`src/rtl/pbus_wr_pkg.sv`:
```
package pbus_wr_pkg;

  typedef enum logic [2:0] {
    ST_IDLE    = 3'd0,
    ST_SETUP   = 3'd1,
    ST_LOW     = 3'd2,
    ST_HOLD    = 3'd3,
    ST_RECOVER = 3'd4
  } wr_state_e;

  // Round a nanosecond minimum up to whole clocks; never below one clock.
  function automatic int unsigned ns_to_cycles(input int unsigned ns,
                                               input int unsigned period_ns);
    int unsigned c;
    c = (ns + period_ns - 1) / period_ns;
    return (c < 1) ? 1 : c;
  endfunction

  function automatic int unsigned max2(input int unsigned a, input int unsigned b);
    return (a > b) ? a : b;
  endfunction

endpackage

```
`src/rtl/pbus_wr_timer.sv`:
```
module pbus_wr_timer
  import pbus_wr_pkg::*;
#(
  parameter int unsigned CW = 4
) (
  input  logic          clk,
  input  logic          rst,
  input  wr_state_e     state_q,
  input  wr_state_e     state_d,
  output logic [CW-1:0] in_cnt,
  output logic [CW-1:0] fall_cnt,
  output logic [CW-1:0] high_cnt
);

  logic entering_low;
  logic leaving_low;
  logic state_change;

  assign state_change = (state_d != state_q);
  assign entering_low = (state_d == ST_LOW) && (state_q != ST_LOW);
  assign leaving_low  = (state_q == ST_LOW) && (state_d != ST_LOW);

  // clocks spent in the current state, 0 in its first clock
  always_ff @(posedge clk) begin
    if (rst) begin
      in_cnt <= '0;
    end else if (state_change) begin
      in_cnt <= '0;
    end else if (in_cnt != '1) begin
      in_cnt <= in_cnt + 1'b1;
    end
  end

  // clocks since the strobes fell, 0 in the first low clock
  always_ff @(posedge clk) begin
    if (rst) begin
      fall_cnt <= '1;
    end else if (entering_low) begin
      fall_cnt <= '0;
    end else if (fall_cnt != '1) begin
      fall_cnt <= fall_cnt + 1'b1;
    end
  end

  // clocks since the strobes rose, 0 in the first high clock
  always_ff @(posedge clk) begin
    if (rst) begin
      high_cnt <= '1;
    end else if (leaving_low) begin
      high_cnt <= '0;
    end else if (high_cnt != '1) begin
      high_cnt <= high_cnt + 1'b1;
    end
  end

endmodule

```
`src/rtl/pbus_wr_seq.sv`:
```
module pbus_wr_seq
  import pbus_wr_pkg::*;
#(
  parameter int unsigned CW        = 4,
  parameter int unsigned SETUP_CYC = 1,
  parameter int unsigned LOW_CYC   = 4,
  parameter int unsigned HOLD_CYC  = 1,
  parameter int unsigned GAP_CYC   = 2,
  parameter int unsigned CYC_CYC   = 6
) (
  input  logic          clk,
  input  logic          rst,
  input  logic          req_valid,
  input  logic [CW-1:0] in_cnt,
  input  logic [CW-1:0] fall_cnt,
  input  logic [CW-1:0] high_cnt,
  output wr_state_e     state_q,
  output wr_state_e     state_d,
  output logic          accept,
  output logic          rec_ok
);

  localparam logic [CW-1:0] SETUP_LAST = CW'(SETUP_CYC - 1);
  localparam logic [CW-1:0] LOW_LAST   = CW'(LOW_CYC - 1);
  localparam logic [CW-1:0] HOLD_LAST  = CW'(HOLD_CYC - 1);
  localparam logic [CW:0]   GAP_MIN    = (CW+1)'(GAP_CYC);
  localparam logic [CW:0]   CYC_MIN    = (CW+1)'(CYC_CYC);

  logic [CW:0] high_incl;
  logic [CW:0] fall_incl;

  // counts including the present clock
  assign high_incl = {1'b0, high_cnt} + 1'b1;
  assign fall_incl = {1'b0, fall_cnt} + 1'b1;
  assign rec_ok    = (high_incl >= GAP_MIN) && (fall_incl >= CYC_MIN);
  assign accept    = (state_q == ST_IDLE) && req_valid;

  always_comb begin
    state_d = state_q;
    unique case (state_q)
      ST_IDLE:    if (req_valid)            state_d = ST_SETUP;
      ST_SETUP:   if (in_cnt == SETUP_LAST) state_d = ST_LOW;
      ST_LOW:     if (in_cnt == LOW_LAST)   state_d = ST_HOLD;
      ST_HOLD:    if (in_cnt == HOLD_LAST)  state_d = ST_RECOVER;
      ST_RECOVER: if (rec_ok)               state_d = ST_IDLE;
      default:                              state_d = ST_IDLE;
    endcase
  end

  always_ff @(posedge clk) begin
    if (rst) state_q <= ST_IDLE;
    else     state_q <= state_d;
  end

endmodule

```
`src/rtl/pbus_wr_drive.sv`:
```
module pbus_wr_drive
  import pbus_wr_pkg::*;
#(
  parameter int unsigned AW = 7,
  parameter int unsigned DW = 16
) (
  input  logic          clk,
  input  logic          rst,
  input  logic          accept,
  input  wr_state_e     state_d,
  input  logic [AW-1:0] req_addr,
  input  logic [DW-1:0] req_data,
  output logic          cs_n,
  output logic          we_n,
  output logic [AW-1:0] addr,
  output logic [DW-1:0] data
);

  logic strobe_next_low;
  logic bus_release;

  assign strobe_next_low = (state_d == ST_LOW);
  assign bus_release     = (state_d == ST_IDLE) || (state_d == ST_RECOVER);

  // strobes come straight from flops so that they cannot glitch
  always_ff @(posedge clk) begin
    if (rst) begin
      cs_n <= 1'b1;
      we_n <= 1'b1;
    end else begin
      cs_n <= ~strobe_next_low;
      we_n <= ~strobe_next_low;
    end
  end

  always_ff @(posedge clk) begin
    if (rst) begin
      addr <= '0;
      data <= '0;
    end else if (accept) begin
      addr <= req_addr;
      data <= req_data;
    end else if (bus_release) begin
      addr <= '0;
      data <= '0;
    end
  end

endmodule

```
`src/rtl/pbus_write_master.sv`:
```
module pbus_write_master
  import pbus_wr_pkg::*;
#(
  parameter int unsigned CLK_PERIOD_NS = 8,
  parameter int unsigned T_LOW_NS      = 32,
  parameter int unsigned T_GAP_NS      = 13,
  parameter int unsigned T_CYCLE_NS    = 45,
  parameter int unsigned T_DSU_NS      = 7,
  parameter int unsigned T_ASU_NS      = 0,
  parameter int unsigned T_HOLD_NS     = 0,
  parameter int unsigned AW            = 7,
  parameter int unsigned DW            = 16
) (
  input  logic          clk,
  input  logic          rst,
  input  logic          req_valid,
  input  logic [AW-1:0] req_addr,
  input  logic [DW-1:0] req_data,
  output logic          req_ready,
  output logic          wr_done,
  output logic          bus_cs_n,
  output logic          bus_we_n,
  output logic [AW-1:0] bus_addr,
  output logic [DW-1:0] bus_data
);

  localparam int unsigned SETUP_CYC = ns_to_cycles(T_ASU_NS, CLK_PERIOD_NS);
  localparam int unsigned LOW_CYC   = max2(ns_to_cycles(T_LOW_NS, CLK_PERIOD_NS),
                                           ns_to_cycles(T_DSU_NS, CLK_PERIOD_NS));
  localparam int unsigned HOLD_CYC  = ns_to_cycles(T_HOLD_NS, CLK_PERIOD_NS);
  localparam int unsigned GAP_CYC   = ns_to_cycles(T_GAP_NS, CLK_PERIOD_NS);
  localparam int unsigned CYC_CYC   = ns_to_cycles(T_CYCLE_NS, CLK_PERIOD_NS);
  localparam int unsigned MAX_CYC   = max2(max2(max2(SETUP_CYC, LOW_CYC), max2(HOLD_CYC, GAP_CYC)),
                                           CYC_CYC);
  localparam int unsigned CW        = $clog2(MAX_CYC + 2) + 1;

  wr_state_e     state_q;
  wr_state_e     state_d;
  logic [CW-1:0] in_cnt;
  logic [CW-1:0] fall_cnt;
  logic [CW-1:0] high_cnt;

  // named internal events
  logic accept_evt;
  logic recover_ok_evt;

  pbus_wr_seq #(
    .CW(CW), .SETUP_CYC(SETUP_CYC), .LOW_CYC(LOW_CYC),
    .HOLD_CYC(HOLD_CYC), .GAP_CYC(GAP_CYC), .CYC_CYC(CYC_CYC)
  ) u_seq (
    .clk(clk), .rst(rst), .req_valid(req_valid),
    .in_cnt(in_cnt), .fall_cnt(fall_cnt), .high_cnt(high_cnt),
    .state_q(state_q), .state_d(state_d),
    .accept(accept_evt), .rec_ok(recover_ok_evt)
  );

  pbus_wr_timer #(.CW(CW)) u_timer (
    .clk(clk), .rst(rst), .state_q(state_q), .state_d(state_d),
    .in_cnt(in_cnt), .fall_cnt(fall_cnt), .high_cnt(high_cnt)
  );

  pbus_wr_drive #(.AW(AW), .DW(DW)) u_drive (
    .clk(clk), .rst(rst), .accept(accept_evt), .state_d(state_d),
    .req_addr(req_addr), .req_data(req_data),
    .cs_n(bus_cs_n), .we_n(bus_we_n), .addr(bus_addr), .data(bus_data)
  );

  assign req_ready = (state_q == ST_IDLE);
  assign wr_done   = (state_q == ST_RECOVER) && recover_ok_evt;

endmodule

```
`config.mk`:
```
export PLATFORM = sky130hd
export DESIGN_NAME = pbus_write_master
export DESIGN_NICKNAME = d
export VERILOG_FILES = /design/src/rtl/pbus_wr_pkg.sv /design/src/rtl/pbus_wr_timer.sv /design/src/rtl/pbus_wr_seq.sv /design/src/rtl/pbus_wr_drive.sv /design/src/rtl/pbus_write_master.sv
export SDC_FILE = /design/constraint.sdc
export NUM_CORES = 1
export LEC_CHECK = 0
export BUFFER_PORTS_ARGS = -buffer_cell sky130_fd_sc_hd__buf_2
export CORE_MARGIN = 1.5
export CORE_UTILIZATION = 45
export CTS_BUF_LIST = sky130_fd_sc_hd__clkbuf_8
export DETAILED_ROUTE_END_ITERATION = 8
export HOLD_SLACK_MARGIN = 0.05
export PLACE_DENSITY = 0.71
export SLEW_MARGIN = 20
export SYNTH_ARGS = -nofsm -noshare
export SYNTH_HDL_FRONTEND = slang
export SYNTH_HIERARCHICAL = 1
export SYNTH_SLANG_ARGS = --single-unit
```
`constraint.sdc`:
```
create_clock -name clk -period 2.8 [get_ports clk]
set_input_delay 0.14 -clock clk [delete_from_list [all_inputs] [get_ports clk]]
set_output_delay 0.14 -clock clk [all_outputs]
set_load 0.01 [all_outputs]
```
==> summary.txt, run 1 <==
Outcome
  – Status: complete, no violations

Detailed routing
  – Via/cell ratio: ~5.1
  – Per-cell routed wire length: about 12 um
  – DRC Markers: 0
  – TritonRoute pass-1 iters: 4
  – Via Count: roughly 1600
  – DRT antenna net count: 0
  – DR iter-0 viols: 96
  – Total Routed Length: ~3.8 mm

Layout
  – Fin area: approximately 2300 sq um
  – Area of the multi-input gates: 1050 sq um
  – Ant. Diodes: 0
  – Sequential cell area: about 780 sq um
  – Area Overhead vs Synth: 20.43%
  – Fillcell total: slightly below 400
  – Final net count: between 200 and 300
  – Fin util: 0.5689
  – Layout cells sized above 1: 0.2962

Clock tree
  – Max H-tree Level: 2
  – CTS tree: done
  – Clk buf depth: 2
  – Setup repair bufs after CTS: 0
  – CTS Sinks: 39
  – Clk root buf: clkbuf_8
  – Reg clk slew, reported paths: 0.08 ns
  – Cts repair resizes: 0
  – CTS Hold Bufs: 0
  – Cts bufs inserted: 5
  – Worst-Skew Late Latency: between 0.2 and 0.3 ns

GRT
  – First-pass GRT wire length: slightly below 6 mm
  – Total gr overflow: 0
  – Gr usage total: 0.1648
  – Vias in the first global route: ~1300
  – Largest net degree at the start of global routing: 47
  – Antenna violations before repair: 0

Synth
  – Synth Flop Type: dfxtp_1
  – Syn_area_per_cell: 9.216 sq um
  – Synth Net Count: about 240
  – Register area share after synthesis: 0.4073
  – Yosys reg bits: 39
  – Async set-reset flop share out of synthesis: 0
  – Post-synth cell types: 40
  – Ys Warns: 6
  – Post-synth EDFFs: 0
  – Mapped cell area: between 1500 and 2000 sq um
  – Syn Inst Count: 208

Power
  – Pleak: about 1.0 nW
  – Peak supply drop: 0.5243 mV
  – Tot Pwr: 2.173 mW
  – Power per cell area: 941.2 nW/um^2

Placement
  – RD Place Congestion: 0.7476
  – Dpl hpwl: ~2.5 mm
  – Placement Cell Area: roughly 2200 sq um
  – Port buffer count: 52

Critical path
  – Endpoint type of the worst setup path: register
  – Critical Path AT: 2.65 ns
  – Critical path type: register to register
  – Crit path launch type: register
  – R2R depth: 9
  – Critical Path RT: about 3 ns
  – Worst-path fanout max: 6

Timing
  – Slew @ Worst Pin: roughly 0.66 ns
  – Final period util: 0.8686
  – TNS Setup: 0 ns
  – Post-route clock skew: roughly 0.0034 ns
  – Rel. slew slack: 0.5591
  – Max Slew Vio Count: 0
  – Setup violations, final: 0
  – RSZ-0062 raised after global routing: no
  – Final Hold Vio Count: 0
  – Max Fclk: 411.2 MHz
  – Final Critical Period: around 2.4 ns

Floorplan
  – Die Area: around 4700 sq um
  – Die Ht: between 60 and 70 um
  – Core ar.: between 4000 and 5000 sq um
  – Initial Utilization: 0.4724
  – I/O pin cnt: between 50 and 60
  – Std-Cell Rows: 23
  – Die width: a little under 70 um

Hold path
  – Hold Path Class: input pin to register
  – Worst hold stages: 3

Job
  – Max-Cap Viols: 0
## worst max-delay path, stage by stage (launching register included)
cell,delay (ns)
dfxtp_1,0.42
inv_1,0.07
ha_1,0.27
inv_1,0.03
o21ai_0,0.22
a22oi_1,0.15
o22ai_1,0.35
xor2_1,0.12
or4_4,0.57
nor3_2,0.18
## layer usage
layer | global-route usage | wire, um | vias up
li1 | - | - | 834
met1 | 0.2284 | 1803 | 722
met2 | 0.2439 | 1777 | 28
met3 | 0.04934 | 134 | 5
met4 | 0.05250 | 44 | 0
met5 | 0 | 0 | -
## synthesized netlist by cell type (all sizes together) (2+ instances only)
master,n,area share
dfxtp,39,0.41
nor4b,2,0.0091
ha,7,0.046
nand2b,3,0.0098
o21ai,5,0.013
xnor2,4,0.018
or2,2,0.0065
inv,4,0.0078
buf,7,0.033
a22oi,2,0.0078
nand3b,25,0.10
clkbuf,4,0.0078
xor2,4,0.018
nor2,6,0.012
nand2,27,0.053
o21bai,8,0.031
nand3,9,0.023
mux2i,6,0.031
nor3,4,0.018
nor3b,4,0.022
a21oi,24,0.063
## through the flow
step | setup WS [ns] | hold slack, ns | cells
6_report | 0.3681 | 0.09491 | 310
3_5_place_dp | 0.4004 | 0.3972 | 302
5_1_grt | 0.1700 | 0.08907 | 310
4_1_cts | 0.3807 | 0.08699 | 310
3_3_place_gp | 0.4714 | 0.3954 | 302
2_1_floorplan | 0.5970 | 0.2091 | 208
## cells in the final DEF, fill, tap and decap left out, types with 2 or more instances in the layout
cell,netlist,layout
buf_4,2,3
dfxtp_1,39,39
a21oi_1,24,24
mux2i_1,6,6
xnor2_1,4,4
nand3b_1,22,22
o21ai_0,5,5
o21bai_1,8,8
nor3b_1,3,3
nor2_1,6,6
nand3b_2,3,3
xor2_1,4,4
clkbuf_8,0,6
a22oi_1,2,2
nor3_2,3,3
buf_2,2,52
nand2b_1,3,3
ha_1,7,7
nand3_1,9,9
inv_1,4,4
nand2_1,27,27
## worst paths after layout
| kind | to | startpoint | slack, ns |
|---|---|---|---|
| worst max-delay path | u_timer/in_cnt[3] | u_timer/fall_cnt[1] | 0.37 |
| worst min-delay path | u_drive/data[0] | req_data[0] | 0.09 |
| worst max register to register | u_timer/in_cnt[3] | u_timer/fall_cnt[1] | 0.37 |
| worst min register to register | u_drive/addr[4] | u_drive/addr[4] | 0.48 |
## area by class of cell
type / count / share of cell area
clock buffer: 6 / 0.03577
clock inverter: 2 / 0.01518
inverter: 4 / 0.006504
multi-input combinational: 154 / 0.4547
sequential: 39 / 0.3382
tap: 50 / 0.02710
timing repair buffer: 55 / 0.1225
## state kept, by name, summed over array words and instances, names as in the netlist
| register | flops |
|---|---|
| u_timer/high_cnt | 4 |
| u_seq/state_q | 3 |
| u_drive/addr | 7 |
| u_timer/in_cnt | 4 |
| u_timer/fall_cnt | 4 |
| u_drive/we_n | 1 |
| u_drive/data | 16 |
## cell families (layout without fill, tap and decap cells)
kind of cell,Yosys count,after routing,synth area share
DFF,39,39,0.4073
muxes,6,6,0.03133
buffers and inverters,15,67,0.04829
adders and majority gates,7,7,0.04569
and+or+nand+nor,90,90,0.2957
xor gates and xnor gates,8,8,0.03655
AOI/OAI and AO/OA,43,43,0.1351
## power by group
| part | switching [mW] | internal (mW) |
|---|---|---|
| clock network | 0.196 | 0.288 |
| logic | 0.459 | 0.417 |
| registers | 0.139 | 0.673 |
| total | 0.794 | 1.38 |
Power figures use the tool's default switching activity.
==> run 2, diff against run 1 <==
--- a/config.mk
+++ b/config.mk
@@ -5,14 +5,15 @@
 export SDC_FILE = /design/constraint.sdc
 export NUM_CORES = 1
 export LEC_CHECK = 0
-export BUFFER_PORTS_ARGS = -buffer_cell sky130_fd_sc_hd__buf_2
+export BUFFER_PORTS_ARGS = -buffer_cell sky130_fd_sc_hd__buf_4
 export CORE_MARGIN = 1.5
 export CORE_UTILIZATION = 45
 export CTS_BUF_LIST = sky130_fd_sc_hd__clkbuf_8
+export CTS_CLUSTER_SIZE = 20
 export DETAILED_ROUTE_END_ITERATION = 8
 export HOLD_SLACK_MARGIN = 0.05
 export PLACE_DENSITY = 0.71
-export SLEW_MARGIN = 20
+export SLEW_MARGIN = 5
 export SYNTH_ARGS = -nofsm -noshare
 export SYNTH_HDL_FRONTEND = slang
 export SYNTH_HIERARCHICAL = 1
==> run 2 against run 1 <==
Register-to-register slack improved by 0.02 ns; fmax is 0.64% higher; via count rose by 1.8%; final cell count did not move; worst hold slack improved by 0.0093 ns; largest cell class unchanged; largest power group unchanged.
==> summary.txt, run 2 (synthesis gave the netlist of run 1 again) <==
Hold path
  – Hold Path Class: input pin to register
  – Worst hold stages: 3 (unchanged)

Placement
  – Dpl cells: 302 (unchanged)
  – RD Place Congestion: 0.7603 (+1.7%)
  – Port buffer count: 52 (unchanged)
  – Dpl hpwl: 2.596 mm (+3.2%)

Layout
  – Area Overhead vs Synth: 28.00%
  – Reg with most FFs: u_drive/data
  – Most common cell after layout, fill and taps aside: buf_4
  – Commonest non-fill, non-tap cells in the layout: buf_4, dfxtp_1, nand2_1
  – Biggest regs: u_drive/data x16, u_drive/addr x7
  – Ant. Diodes: 0 (unchanged)
  – Layout cells sized above 1: 0.2923 (-0.003846)
  – Max reg flops: 16 (unchanged)
  – Fin cells: 310 (unchanged)
  – Final net count: 292 (unchanged)

Detailed routing
  – Routed wl met3: 201 um (+50%)
  – Via/cell ratio: 5.216 (+1.8%)
  – DRC Markers: 0 (unchanged)
  – DRT antenna net count: 0 (unchanged)
  – DR iter-0 viols: 145 (+51%)
  – Met2 routed WL: 1.825 mm (+2.7%)
  – Per-cell routed wire length: 12.45 um (+2.7%)
  – Via Count: 1617 (+1.8%)
  – Total Routed Length: 3.859 mm (+2.7%)
  – TritonRoute pass-1 iters: 4 (unchanged)
  – Metal-1 WL: 1.790 mm (-0.72%)
  – Max layer used: met4

Timing
  – RSZ-0062 raised after global routing: no
  – Final period util: 0.8631 (-0.005490)
  – Post-route clock skew: 0.006945 ns (+0.003536 ns)
  – Final Hold Vio Count: 0 (unchanged)
  – Max Fclk: 413.8 MHz (+0.64%)
  – Final Critical Period: 2.417 ns (-0.01537 ns)
  – Slew @ Worst Pin: 0.4383 ns (-0.2231 ns)
  – TNS Setup: 0 ns (unchanged)
  – Rel. slew slack: 0.7074 (+0.1483)
  – Setup violations, final: 0 (unchanged)
  – Max Slew Vio Count: 0 (unchanged)

GRT
  – First-pass GRT wire length: 5.685 mm (-2.6%)
  – Antenna violations before repair: 0 (unchanged)
  – Total gr overflow: 0 (unchanged)
  – Gr usage total: 0.1630 (-0.001840)
  – Vias in the first global route: 1323 (+0.68%)
  – Largest net degree at the start of global routing: 47 (unchanged)

Clock tree
  – CTS tree: done
  – Cts repair resizes: 0 (unchanged)
  – CTS Sinks: 39 (unchanged)
  – CTS Hold Bufs: 0 (unchanged)
  – Reg clk slew, reported paths: 0.08 ns (about the same)
  – Clk buf depth: 2 (unchanged)
  – Clk root buf: clkbuf_8
  – Setup repair bufs after CTS: 0 (unchanged)
  – Cts bufs inserted: 5 (unchanged)
  – Worst-Skew Late Latency: 0.29 ns (about the same)
  – Max H-tree Level: 2 (unchanged)

Critical path
  – Crit path launch type: register
  – R2R depth: 9 (unchanged)
  – Crit path depth: 9 (unchanged)
  – Cell seen most often among critical-path stages: inv_1
  – Worst-path fanout max: 6 (unchanged)
  – Worst stage delay on the critical path: 0.58 ns (about the same)
  – Bufs and invs on worst path: 2 (unchanged)
  – Critical path type: register to register
  – Critical Path RT: 3.02 ns (about the same)
  – CP max stage cell: or4_4
  – CP Cell Sequence: inv_1, ha_1, inv_1, o21ai_0, a22oi_1, o22ai_1, xor2_1, or4_4, nor3_2
  – Endpoint type of the worst setup path: register
  – Critical Path AT: 2.64 ns (about the same)
  – CP delay by family, top: simple AND/OR/NAND/NOR gates

Power
  – Sequential share of power: 0.356 (-0.018)
  – Clk pwr share: 0.240 (+0.017)
  – Power per cell area: 930.4 nW/um^2 (-1.2%)
  – Sw frac: 0.3509 (-0.01470)
  – Peak supply drop: 0.5792 mV (+10%)
  – Power Internal: 1.482 mW (+7.5%)
  – Pleak: 1.068 nW (+3.5%)
  – Combinational share of power: 0.404 (about the same)
  – P_sw: 0.8010 mW (+0.84%)

Floorplan
  – Die Area: 4660 sq um (unchanged)
  – Initial Utilization: 0.4724 (unchanged)
  – Std-Cell Rows: 23 (unchanged)
  – Die width: 68.27 um (unchanged)
  – I/O pin cnt: 53 (unchanged)
  – Die Ht: 68.27 um (unchanged)
  – Core ar.: 4058 sq um (unchanged)

Job
  – Max-Cap Viols: 0 (unchanged)

Outcome
  – Status: complete, no violations
==> run 2: final cells by class <==
cell class	instances	area (sq um)
fillers	374	1604
multi-input cells	154	1050
flip-flops and latches	39	780.7
repair buffers	55	412.9
clock buffers	5	68.82
clock inverters	3	63.81
well taps	50	62.56
inverters	4	15.01
==> run 2: power by group through the flow <==
stage / logic, mW / clock network, mW / registers [mW]
CTS: 0.928 / 0.561 / 0.813
global route: 1.01 / 0.585 / 0.837
finish: 0.922 / 0.548 / 0.813
global placement: 0.909 / 0 / 0.821
floorplan: 0.726 / 0 / 0.819
detailed placement: 0.924 / 0 / 0.826
==> run 2: path summary, 6_finish.rpt <==
check / slack, ns / to / from
hold / removal: 0.10 / u_drive/data[7] / req_data[7]
setup reg to reg: 0.38 / u_timer/in_cnt[3] / u_timer/fall_cnt[1]
setup / recovery: 0.38 / u_timer/in_cnt[3] / u_timer/fall_cnt[1]
hold reg to reg: 0.49 / u_drive/addr[4] / u_drive/addr[4]
==> run 2: routing by layer <==
metal | up-vias | GRT usage
met5 | - | 0
met4 | 0 | 0.05250
met3 | 7 | 0.06743
met2 | 31 | 0.2512
met1 | 744 | 0.2061
li1 | 835 | -
==> run 2: worst register-to-register path, delay by kind of cell, from the launching register on <==
family,cells,cell delay [ns]
xor+xnor,1,0.12
fa+ha+maj,1,0.27
flops,1,0.42
compound gates,3,0.69
simple gates,2,0.76
buf+inv,2,0.10
==> run 2: through the flow <==
stage	worst slack (ns)	utilization	total power, mW	area (sq um)	hold WS [ns]
floorplan	0.5970	-	1.544	1917	0.2091
global placement	0.4650	0.5720	1.730	2321	0.4057
detailed placement	0.4015	0.5720	1.750	2321	0.4094
CTS	0.3897	0.6047	2.302	2454	0.09266
global route	0.1618	0.6047	2.435	2454	0.09524
finish	0.3834	0.6047	2.283	2454	0.1042
==> run 3, diff against run 2 <==
--- a/config.mk
+++ b/config.mk
@@ -5,6 +5,7 @@
 export SDC_FILE = /design/constraint.sdc
 export NUM_CORES = 1
 export LEC_CHECK = 0
+export ABC_AREA = 1
 export BUFFER_PORTS_ARGS = -buffer_cell sky130_fd_sc_hd__buf_4
 export CORE_MARGIN = 1.5
 export CORE_UTILIZATION = 45
==> run 3 against run 2 <==
Synthesized area stayed put; sequential power is 3.2% lower; register-to-register slack better by 0.57 ns; count of clock-buffer cells in the layout stayed put; flip-flop and latch count stayed put; worst hold slack better by 0.0032 ns; cell area is 2.1% lower; die area stayed put.
==> summary.txt, run 3 <==
Outcome
  – Status: complete, no violations

Detailed routing
  – DRC Markers: 0 (unchanged)
  – Per-cell routed wire length: 11.16 um (-10%)
  – Via/cell ratio: 4.906 (-5.9%)
  – Total Routed Length: 4.164 mm (+7.9%)
  – DR iter-0 viols: 124 (-14%)
  – Via Count: 1830 (+13%)
  – DRT antenna net count: 0 (unchanged)
  – TritonRoute pass-1 iters: 4 (unchanged)

Synth
  – Simple-gate area share of the yosys netlist: 0.3603 (+0.06462)
  – Most frequent cells after synthesis: nand2_1, nand3_1, dfxtp_1
  – Post-synth cell types: 24 (-40%)
  – Synth Flop Type: dfxtp_1
  – Adder-cell share of the synthesized area: 0.04569 (unchanged)
  – Multiplexer area fraction after synthesis: 0 (-0.03133)
  – Area leader, netlist: dfxtp_1
  – Top-count cell post-synth: nand2_1
  – Syn_area_per_cell: 7.073 sq um (-23%)
  – Yosys reg bits: 39 (unchanged)
  – Largest family of logic cells by synthesized area: simple AND/OR/NAND/NOR gates
  – Post-synth EDFFs: 0 (unchanged)
  – Area contributors post-synth: dfxtp_1, nand3_1, nand2_1
  – Post-synthesis compound-gate area fraction: 0.08159 (-0.05352)
  – Area share of the largest cell type after synthesis: 0.4073 (unchanged)
  – XOR/XNOR Fraction of Synth Area: 0.009138 (-0.02742)
  – Register area share after synthesis: 0.4073 (unchanged)
  – Synth Net Count: 304 (+26%)
  – Async set-reset flop share out of synthesis: 0 (unchanged)
  – Ys Warns: 6 (unchanged)
  – Syn Inst Count: 271 (+30%)
  – Mapped cell area: 1917 sq um (unchanged)

Critical path
  – FF-to-FF setup slack: 0.95 ns (+0.57 ns)
  – Critical Path RT: 2.66 ns (-0.36 ns)
  – Critical path origin: u_timer/fall_cnt[1]
  – R2R depth: 12 (+3)
  – Crit Reg-Reg Startpoint: u_timer/fall_cnt[1]
  – Critical path type: register to output pin
  – Endpoint type of the worst setup path: output pin
  – Critical Path AT: 1.73 ns (-0.91 ns)
  – Critical path endpoint: wr_done
  – R2R Path End: u_timer/fall_cnt[2]
  – Crit path launch type: register
  – Worst-path fanout max: 8 (+2)

Floorplan
  – Initial Utilization: 0.4724 (unchanged)
  – Die width: 68.27 um (unchanged)
  – Std-Cell Rows: 23 (unchanged)
  – Die Area: 4660 sq um (unchanged)
  – Core ar.: 4058 sq um (unchanged)
  – Die Ht: 68.27 um (unchanged)
  – I/O pin cnt: 53 (unchanged)

Layout
  – Ant. Diodes: 0 (unchanged)
  – Area of the multi-input gates: 952.2 sq um (-9.3%)
  – Commonest non-fill, non-tap cells in the layout: nand2_1, buf_4, nand3_1
  – Fillcell total: 411 (+9.9%)
  – Reg with most FFs: u_drive/data
  – Final net count: 355 (+22%)
  – Fin cells: 373 (+20%)
  – Area Overhead vs Synth: 25.33%
  – Layout cells sized above 1: 0.2260 (-0.06630)
  – Sequential cell area: 780.7 sq um (unchanged)
  – Fin util: 0.5920 (-0.01264)
  – Most common cell after layout, fill and taps aside: nand2_1
  – Biggest regs: u_drive/data x16, u_drive/addr x7
  – Max reg flops: 16 (unchanged)

Power
  – Power Internal: 1.171 mW (-21%)
  – Sequential share of power: 0.400 (+0.044)
  – Combinational share of power: 0.413 (+0.009)
  – Peak supply drop: 0.4372 mV (-25%)
  – Power per cell area: 818.5 nW/um^2 (-12%)
  – Sw frac: 0.4047 (+0.05376)
  – P_sw: 0.7957 mW (-0.67%)
  – Clk pwr share: 0.187 (-0.053)
  – Pleak: 1.186 nW (+11%)

Timing
  – Post-route clock skew: 0.003829 ns (-0.003116 ns)
  – Setup violations, final: 0 (unchanged)
  – Max Fclk: 534.0 MHz (+29%)
  – RSZ-0062 raised after global routing: no
  – Final period util: 0.6688 (-0.1942)
  – TNS Setup: 0 ns (unchanged)
  – Final Hold Vio Count: 0 (unchanged)
  – Rel. slew slack: 0.7300 (+0.02260)
  – Worst Hold Slack: 0.1074 ns (+0.003165 ns)
  – Slew @ Worst Pin: 0.4035 ns (-0.03474 ns)
  – Max Slew Vio Count: 0 (unchanged)
  – Final Critical Period: 1.873 ns (-0.5439 ns)

Clock tree
  – CTS Sinks: 39 (unchanged)
  – Clk buf depth: 2 (unchanged)
  – CTS Hold Bufs: 0 (unchanged)
  – Clk root buf: clkbuf_8
  – Setup repair bufs after CTS: 0 (unchanged)
  – Cts bufs inserted: 5 (unchanged)
  – Cts repair resizes: 0 (unchanged)
  – Reg clk slew, reported paths: 0.08 ns (about the same)
  – Worst-Skew Late Latency: 0.28 ns (about the same)
  – CTS tree: done
  – Max H-tree Level: 2 (unchanged)

Job
  – Max-Cap Viols: 0 (unchanged)

Placement
  – Dpl hpwl: 2.968 mm (+14%)
  – RD Place Congestion: 0.7708 (+1.4%)
  – Port buffer count: 52 (unchanged)
  – Dpl cells: 365 (+21%)

GRT
  – Largest net degree at the start of global routing: 30 (-36%)
  – Total gr overflow: 0 (unchanged)
  – First-pass GRT wire length: 6.672 mm (+17%)
  – Vias in the first global route: 1563 (+18%)
  – Gr usage total: 0.1904 (+0.02744)
  – Antenna violations before repair: 0 (unchanged)

Hold path
  – Hold Path Class: input pin to register
## run 3: cell count changes after synthesis, sizes merged, moves of 6 or more
cell    previous run  this run
o21bai             8         0
nand3              9        53
nor2               6        19
nand3b            25         2
mux2i              6         0
nand2             27        65
inv                4        33
## run 3: cell families (layout without fill, tap and decap cells)
group           count (synthesis)  count (layout)
buf+inv                        42              94
compound gates                 31              31
simple gates                  150             150
fa+ha+maj                       7               7
flops                          39              39
xor+xnor                        2               2
## run 3: final cells by class
| type | instances | area share |
|---|---|---|
| multi-input cells | 190 | 0.3964 |
| clock buffers | 5 | 0.02865 |
| well taps | 50 | 0.02604 |
| inverters | 33 | 0.05156 |
| flip-flops and latches | 39 | 0.3250 |
| clock inverters | 3 | 0.006771 |
| repair buffers | 53 | 0.1656 |
## run 3: per-layer routing
metal | up-vias | part of all wire | GRT usage
met1 | 813 | 0.49 | 0.2419
met3 | 2 | 0.042 | 0.05592
li1 | 979 | - | -
met5 | - | 0 | 0
met4 | 0 | 0.0096 | 0.07500
met2 | 36 | 0.46 | 0.3022
## run 3: worst min-delay path by stage
| stage | startpoint | end | slack, ns | cells past startpoint |
|---|---|---|---|---|
| 2_1_floorplan | rst | u_seq/state_q[2] | 0.21 | 1 |
| 3_3_place_gp | req_addr[3] | u_drive/addr[3] | 0.41 | 3 |
| 3_5_place_dp | req_data[8] | u_drive/data[8] | 0.41 | 3 |
| 4_1_cts | req_addr[1] | u_drive/addr[1] | 0.1 | 3 |
| 5_1_grt | req_addr[5] | u_drive/addr[5] | 0.1 | 3 |
| 6_report | req_addr[6] | u_drive/addr[6] | 0.11 | 3 |
## run 3: critical path: stages (launching register included)
cell and delay, ns:
dfxtp_1 0.47, inv_1 0.07, ha_1 0.27, nand2_1 0.06, nand3_1 0.07, nand3_1 0.09
nand2_1 0.05, inv_1 0.05, nand2_1 0.04, nor2_1 0.13, buf_4 0.13
## run 3: power groups by stage
stage / combinational [mW] / clock, mW / sequential, mW
floorplan: 0.628 / 0 / 0.785
global placement: 0.799 / 0 / 0.796
detailed placement: 0.813 / 0 / 0.799
CTS: 0.818 / 0.381 / 0.785
global route: 0.950 / 0.404 / 0.810
finish: 0.813 / 0.367 / 0.787
## run 3: stage by stage
stage,setup slack [ns],cell area (sq um),power [mW]
2_1_floorplan,1.163,1917,1.413
3_3_place_gp,0.9767,2317,1.595
3_5_place_dp,0.9732,2317,1.611
4_1_cts,0.9213,2402,1.984
5_1_grt,0.7280,2402,2.164
6_report,0.9273,2402,1.966
